--- config.mk ---
export PLATFORM = sky130hd
export DESIGN_NAME = region_attr_regfile
export DESIGN_NICKNAME = d
export VERILOG_FILES = /design/src/rtl/region_attr_pkg.sv /design/src/rtl/region_attr_decode.sv /design/src/rtl/region_attr_store.sv /design/src/rtl/region_attr_lookup.sv /design/src/rtl/region_attr_regfile.sv
export SDC_FILE = /design/constraint.sdc
export NUM_CORES = 1
export LEC_CHECK = 0
export BUFFER_PORTS_ARGS = -buffer_cell sky130_fd_sc_hd__buf_4
export CAP_MARGIN = 20
export CORE_ASPECT_RATIO = 1.1
export CORE_MARGIN = 5
export CORE_UTILIZATION = 30
export CTS_CLUSTER_SIZE = 30
export DETAILED_ROUTE_END_ITERATION = 8
export PLACE_DENSITY = 0.53
export SLEW_MARGIN = 20
export SYNTH_ARGS = -nofsm -noshare
export SYNTH_HDL_FRONTEND = slang
export SYNTH_SLANG_ARGS = --single-unit
--- constraint.sdc ---
create_clock -name clk -period 6.55 [get_ports clk]
set_input_delay 0.655 -clock clk [delete_from_list [all_inputs] [get_ports clk]]
set_output_delay 0.655 -clock clk [all_outputs]
set_load 0.005 [all_outputs]
--- src/rtl/region_attr_pkg.sv ---
// Shared types and field positions for the region attribute register file.
// Assumes 32-bit register words with exactly two implemented flag bits.
package region_attr_pkg;
    localparam int REG_W     = 32;
    localparam int CACHE_POS = 0;
    localparam int PREF_POS  = 3;

    typedef struct packed {
        logic pref;
        logic cache;
    } attr_t;

    // Expand a flag pair into a register word, with reserved bits zero.
    function automatic logic [REG_W-1:0] attr_to_word(attr_t a);
        logic [REG_W-1:0] w;
        w = '0;
        w[CACHE_POS] = a.cache;
        w[PREF_POS]  = a.pref;
        return w;
    endfunction

    // Extract the implemented bits from a write word.
    function automatic attr_t word_to_attr(logic [REG_W-1:0] w);
        attr_t a;
        a.cache = w[CACHE_POS];
        a.pref  = w[PREF_POS];
        return a;
    endfunction
endpackage

--- src/rtl/region_attr_decode.sv ---
// Offset decoder for the register port. It splits a byte offset into a word
// index and flags an offset that is misaligned or lies outside the window.
// Assumes OFF_W > IDX_W + 2, so bits exist above the window.
module region_attr_decode #(
    parameter int IDX_W = 8,
    parameter int OFF_W = 12
) (
    input  logic [OFF_W-1:0] off,
    output logic [IDX_W-1:0] idx,
    output logic             bad
);
    localparam int WIN_LSB = IDX_W + 2;

    // Word index from the offset, plus the error for misalignment or range.
    always_comb begin
        idx = off[WIN_LSB-1:2];
        bad = (|off[1:0]) | (|off[OFF_W-1:WIN_LSB]);
    end
endmodule

--- src/rtl/region_attr_store.sv ---
// Flag storage: one attr_t per region. Entries below RO_COUNT are constant
// zero. Assumes at most one write per cycle, already checked for errors.
module region_attr_store
    import region_attr_pkg::*;
#(
    parameter int IDX_W    = 8,
    parameter int RO_COUNT = 16
) (
    input  logic                   clk,
    input  logic                   rst_n,
    input  logic                   wr_en,
    input  logic [IDX_W-1:0]       wr_idx,
    input  attr_t                  wr_attr,
    output attr_t [(1<<IDX_W)-1:0] table_q
);
    localparam int N_REG = 1 << IDX_W;
    localparam logic [IDX_W-1:0] RO_LIM = IDX_W'(RO_COUNT);

    for (genvar i = 0; i < N_REG; i++) begin : g_ent
        if (i < RO_COUNT) begin : g_ro
            // Fixed region: its flags stay zero.
            assign table_q[i] = '0;
        end else begin : g_rw
            attr_t ent_q;
            // Writable region: cleared on reset, loaded on a matching write.
            always_ff @(posedge clk) begin
                if (!rst_n)
                    ent_q <= '0;
                else if (wr_en && wr_idx == IDX_W'(i))
                    ent_q <= wr_attr;
            end
            assign table_q[i] = ent_q;
        end
    end

    assert_write_lands_R6: assert property (@(posedge clk) disable iff (!rst_n)
        (wr_en && wr_idx >= RO_LIM) |=> table_q[$past(wr_idx)] == $past(wr_attr));

    assert_reset_clears_R7: assert property (@(posedge clk)
        !rst_n |=> table_q == '0);
endmodule

--- src/rtl/region_attr_lookup.sv ---
// Lookup path: selects the flag pair of the region that holds a logical
// address, using the top IDX_W address bits. Purely combinational.
module region_attr_lookup
    import region_attr_pkg::*;
#(
    parameter int IDX_W = 8
) (
    input  attr_t [(1<<IDX_W)-1:0] table_q,
    input  logic  [IDX_W-1:0]      region,
    output logic                   cacheable,
    output logic                   prefetch
);
    // Region select and flag output.
    always_comb begin
        cacheable = table_q[region].cache;
        prefetch  = table_q[region].pref;
    end
endmodule

--- src/rtl/region_attr_regfile.sv ---
// Top level of the region attribute register file. It holds a register port
// with a registered one-cycle response and a combinational lookup port.
// Assumes a 32-bit logical address whose top IDX_W bits select the region.
module region_attr_regfile
    import region_attr_pkg::*;
#(
    parameter int ADDR_W   = 32,
    parameter int IDX_W    = 8,
    parameter int OFF_W    = 12,
    parameter int RO_COUNT = 16
) (
    input  logic              clk,
    input  logic              rst_n,
    input  logic              reg_req,
    input  logic              reg_we,
    input  logic [OFF_W-1:0]  reg_off,
    input  logic [REG_W-1:0]  reg_wdata,
    output logic              rsp_vld,
    output logic [REG_W-1:0]  rsp_rdata,
    output logic              rsp_err,
    input  logic [ADDR_W-1:0] lk_addr,
    output logic              lk_cacheable,
    output logic              lk_prefetch
);
    localparam int N_REG = 1 << IDX_W;
    localparam logic [IDX_W-1:0] RO_LIM = IDX_W'(RO_COUNT);

    logic [IDX_W-1:0]   acc_idx;
    logic               acc_bad;
    logic               wr_en;
    attr_t [N_REG-1:0]  table_q;
    logic               unused_bits;

    assign unused_bits = ^{lk_addr[ADDR_W-IDX_W-1:0], reg_wdata};

    region_attr_decode #(.IDX_W(IDX_W), .OFF_W(OFF_W)) u_dec (
        .off (reg_off),
        .idx (acc_idx),
        .bad (acc_bad)
    );

    // Only valid writes reach storage; the store ignores fixed entries.
    assign wr_en = reg_req && reg_we && !acc_bad;

    region_attr_store #(.IDX_W(IDX_W), .RO_COUNT(RO_COUNT)) u_store (
        .clk     (clk),
        .rst_n   (rst_n),
        .wr_en   (wr_en),
        .wr_idx  (acc_idx),
        .wr_attr (word_to_attr(reg_wdata)),
        .table_q (table_q)
    );

    region_attr_lookup #(.IDX_W(IDX_W)) u_lk (
        .table_q   (table_q),
        .region    (lk_addr[ADDR_W-1 -: IDX_W]),
        .cacheable (lk_cacheable),
        .prefetch  (lk_prefetch)
    );

    // Registered response: valid, error, and read data sampled before the write.
    always_ff @(posedge clk) begin
        if (!rst_n) begin
            rsp_vld   <= 1'b0;
            rsp_err   <= 1'b0;
            rsp_rdata <= '0;
        end else begin
            rsp_vld   <= reg_req;
            rsp_err   <= reg_req && acc_bad;
            rsp_rdata <= (reg_req && !reg_we && !acc_bad) ?
                         attr_to_word(table_q[acc_idx]) : '0;
        end
    end

    assert_misalign_err_R8: assert property (@(posedge clk) disable iff (!rst_n)
        (reg_req && |reg_off[1:0]) |=> (rsp_err && rsp_rdata == '0));

    assert_window_err_R9: assert property (@(posedge clk) disable iff (!rst_n)
        (reg_req && |reg_off[OFF_W-1:IDX_W+2]) |=> (rsp_err && rsp_vld));

    assert_reserved_zero_R3: assert property (@(posedge clk) disable iff (!rst_n)
        rsp_vld |-> (rsp_rdata & ~((REG_W'(1) << CACHE_POS) | (REG_W'(1) << PREF_POS))) == '0);

    assert_fixed_reads_zero_R5: assert property (@(posedge clk) disable iff (!rst_n)
        (reg_req && !reg_we && reg_off[IDX_W+1:2] < RO_LIM) |=> rsp_rdata == '0);

    assert_resp_follows_R10: assert property (@(posedge clk) disable iff (!rst_n)
        reg_req |=> rsp_vld);
endmodule

# Yosys cells after proc, flatten, opt, wreduce, memory -nomap -nowiden
# Index checks and enable logic that the tools add are counted.
# word_totals
in_bits	80
regBits	514
elab_cells	981
output_inout_bits	36
# classes
muxes	4
bitwise	1
reduce_logical	250
n_eq_ne	240
n_lt_le_gt_ge	2
# ops
cell	count
equality test 8 bit (second input constant)	128
equality test 8 x 7 -> 1 bit (second input constant)	64
equality test 8 x 6 -> 1 bit (second input constant)	32
logical AND 1 bit	245
equality test 8 x 5 -> 1 bit (second input constant)	16
binary-select mux 2 bit (select 8 bit)	2
< comparator 8 x 9 -> 1 bit (second input constant)	2
two-way mux 2 bit	2
OR reduction 2 bit	2
logical NOT 1 bit	2
AND reduction 2 bit	1
OR 1 bit	1

# Depth between registers and ports, before layout
# logic_depth
depth_word	5
depth_mapped	11
ltp_nobuf	6

# Modules after synthesis
# Synthesis repeated with hierarchy kept, for this count alone.
# hier_totals
cells_unflattened	2831
hier_area_um2	29296.8
# modules_own_cells
mod	area_per_inst_um2	cells_each	seq_area_each_um2	n_inst
region_attr_store	19635.1	1943	9609.2	1
region_attr_regfile	4963.5	453	80.1	1
region_attr_lookup	4630.7	426	0.0	1
region_attr_decode	67.6	9	0.0	1

# Worst setup path after synthesis
# Ideal clock, no wire load.
# synth_timing
kind	input to output
startpoint	input port lk_addr[24]
endpoint	output port lk_prefetch
path_stages	8
t_required_ps	5895
path_slack_ps	3256
path_buffers	3
arrival_time_ps	2639
cell_sequence	buf_6 > buf_6 > buf_2 > mux4_2 > a22oi_1 > a21oi_1 > or4_1 > a32o_1
# synth_between
elab_chain_cells	2
# synth_lines
item	line_no	source
from (decl)	region_attr_regfile.sv:21	input logic [ADDR_W-1:0] lk_addr,
binary-select mux 2 bit (select 8 bit)	region_attr_lookup.sv:16	prefetch = table_q[region].pref;
two-way mux 2 bit	--	
to (decl)	region_attr_regfile.sv:23	output logic lk_prefetch
# Every way passes these cells. The select of a mux whose other input is x is not followed.

# Worst setup path after layout
# layout_timing
startpoint	input port lk_addr[24]
endpoint	output port lk_cacheable
# layout_between
elab_chain_cells	2
# layout_lines
item	line_no	source
binary-select mux 2 bit (select 8 bit)	region_attr_lookup.sv:15	cacheable = table_q[region].cache;
two-way mux 2 bit (implied by the code)	region_attr_lookup.sv:15	
to (decl)	region_attr_regfile.sv:22	output logic lk_cacheable,
# Every way passes these cells. The select of a mux whose other input is x is not followed.

==> flow_metrics.tcl <==
set metrics [dict create \
    p_per_area_mw_per_mm2 216 \
    cts_sinks 484 \
    p_clk_share_pct 47.5 \
    synth_seq_area_share_pct 34.9 \
    areaGrowthSynthToFinish_pct 10.2 \
    reg2reg_depth 6 \
    finalInstanceArea_sq_mm 0.0306 \
    yosys.area.top_type "dfxtp_1" \
    via_per_inst 5.47 \
    p_leak_uw 0.0120 \
    antenna_left 0 \
    first_iter_violations 1749 \
    core_area_sq_mm 0.0922 \
    dieArea_sq_mm 0.0987 \
    synthArstFlopShare_pct 0 \
    cp-end-kind "output pin" \
    io_pins 116 \
    internal-power_uw 4920 \
    cp_max_fo 49 \
    grt_pass1_vias 20000 \
    p_seq_share_pct 44.7 \
    wl_mm 96.1 \
    worst_clock_skew_ns 0.0150 \
    h-tree-depth 2 \
    post_synth_main_area_contributors "dfxtp_1, mux2i_1, mux4_2" \
    clk_pin_slew_ns 0.06 \
    fmax_mhz 222 \
    peakVddDrop_v 0.000217 \
    insertion_delay_ns 0.63 \
    rsz0062_at_grt "no" \
    cts_tree "yes" \
    synth.top_cell.area_share_pct 34.9 \
    ys_seq_elements 484 \
    grtUsageTotal_pct 18.8 \
    cts_setup_buffers 0 \
    worstPathArrival_ns 3.85 \
    post-route-period-util_pct 68.8 \
    route.detailed.drc 0 \
    cts_buffers 56 \
    min-delay-start "reg_req" \
    antenna_found_initial 1 \
    synth.most_common_cell "mux2i_1" \
    fin_tns_setup_ns 0 \
    die_y_um 329 \
    fp.dieW_um 300 \
    start_util_pct 30.1 \
    nFillCells 9404 \
    setup_viol 0 \
    hold_violations 0 \
    p_sw_share_pct 25.3 \
    syn_area_sq_mm 0.0278 \
    drt_first_pass_iters 5 \
    crit_type "primary input to output pin" \
    cts.path.max_buffers 3 \
    diodes 0 \
    timing.rr.start "u_store.table_q[119]$_SDFFE_PN0P_" \
    netSwitchingPower_uw 1670 \
    crit_start "lk_addr[24]" \
    hold_path_depth 2 \
    worstSetupStartpointType "primary input" \
    netlist_instances 2669 \
    synthFlopType "dfxtp_1" \
    gp_congestion 0.897 \
    portBuffers 31 \
    tightest_slew_ns 1.11 \
    relSlewSlack_pct 25.8 \
    grt_max_degree 146 \
    synth_common_cells "mux2i_1, dfxtp_1, nor2b_1, nand2_1, mux4_2" \
    hold_class "primary input to flip-flop" \
    num_vias 20700 \
    synth_edf_count 0 \
    grt_pass1_wl_mm 141 \
    syn_avg_cell_area_sq_um 10.4 \
    cp.required_ns 5.89 \
    root_buffer "clkbuf_16" \
    num_rows 117 \
    place_area_sq_mm 0.0288 \
    min_period_ns 4.50 \
    status "complete, no violations" \
    final_layout_size_suffix_gt1_share_pct 15.2 \
    slew_violations 0 \
    ys_warn_count 0 \
    post_drt_wl_per_cell_um 25.4 \
    grt_remaining_overflow 0 \
    cts_resized 0 \
    hold_buffers 0 \
    dpl.hpwl_mm 60.1 \
    cap_violations 0 \
    synth_cell_types 61 \
    finalNetCount 2640 \
    combPwrFrac_pct 7.9 \
]
power by group through the flow:
| stage | Combinational [uW] | Sequential, uW | Clock, uW |
|---|---|---|---|
| finish | 520 | 2940 | 3130 |
| global route | 542 | 2940 | 3310 |
| CTS | 517 | 2940 | 3190 |
| detailed placement | 516 | 3010 | 0 |
| global placement | 517 | 3010 | 0 |
| floorplan | 356 | 3010 | 0 |
cell type report:
cell class / count / area (sq um) / share of cell area [%]
repair buffers: 80 / 676 / 2.21
inverters: 5 / 18.8 / 0.0614
multi-input cells: 1933 / 16900 / 55.3
clock buffers: 89 / 1670 / 5.45
well taps: 1190 / 1490 / 4.87
flip-flops and latches: 484 / 9690 / 31.7
clock inverters: 11 / 118 / 0.385
critical path, stage by stage:
cell and delay (ns):
buf_8 0.47, buf_12 0.33, mux4_2 0.55, or2_1 0.22
a21oi_1 0.20, o22ai_1 0.18, or4_1 0.59, a32o_1 0.38
buf_4 0.17
state kept, by name, summed over array words and instances (netlist names):
name             cells
rsp_vld              1
rsp_err              1
u_store.table_q    480
rsp_rdata            2
per-stage QoR:
stage               utilization [%]  power [uW]  hold slack [ns]  instances  setup WS (ns)
finish                         33.2        6590            0.299       3792           2.05
floorplan                         -        3370            0.462       2698           3.26
CTS                            33.2        6650            0.274       3792           2.06
detailed placement             31.2        3530            0.490       3692           2.05
global route                   33.2        6790            0.323       3792           1.93
global placement               31.2        3530            0.484       3692           2.06
final timing paths:
kind                                                     endpoint  slack (ns)
worst max-delay path                                 lk_cacheable        2.05
worst min-delay path                           rsp_vld$_SDFF_PN0_        0.30
worst max register to register            rsp_rdata[3]$_SDFF_PN0_        3.79
worst min register to register  u_store.table_q[459]$_SDFFE_PN0P_        0.50
layout by cell type (no fill, tap or decap), drive strengths merged, types with 30 or more instances in the layout:
master and instances:
nor2b 481, mux4 202, nand2 240, conb 30, nor2 97, clkbuf 92, a21oi 34, dfxtp 484
buf 77, mux2i 563, a22oi 44
per-layer routing:
metal | vias up | part of all wire [%] | track usage (%)
met4 | 2 | 3.0 | 5.14
li1 | 9292 | - | -
met3 | 160 | 6.6 | 3.32
met2 | 684 | 46 | 30.5
met1 | 10600 | 44 | 26.0
met5 | - | 0.014 | 0
cells by family after synthesis:
family	Yosys count	synth area share (%)
and+or+nand+nor	946	18.6
muxes	767	36.8
AOI/OAI and AO/OA	190	4.77
DFF	484	34.9
other	1	0.0135
buffers and inverters	281	4.98
No activity file was read; power rests on OpenSTA's default activity.
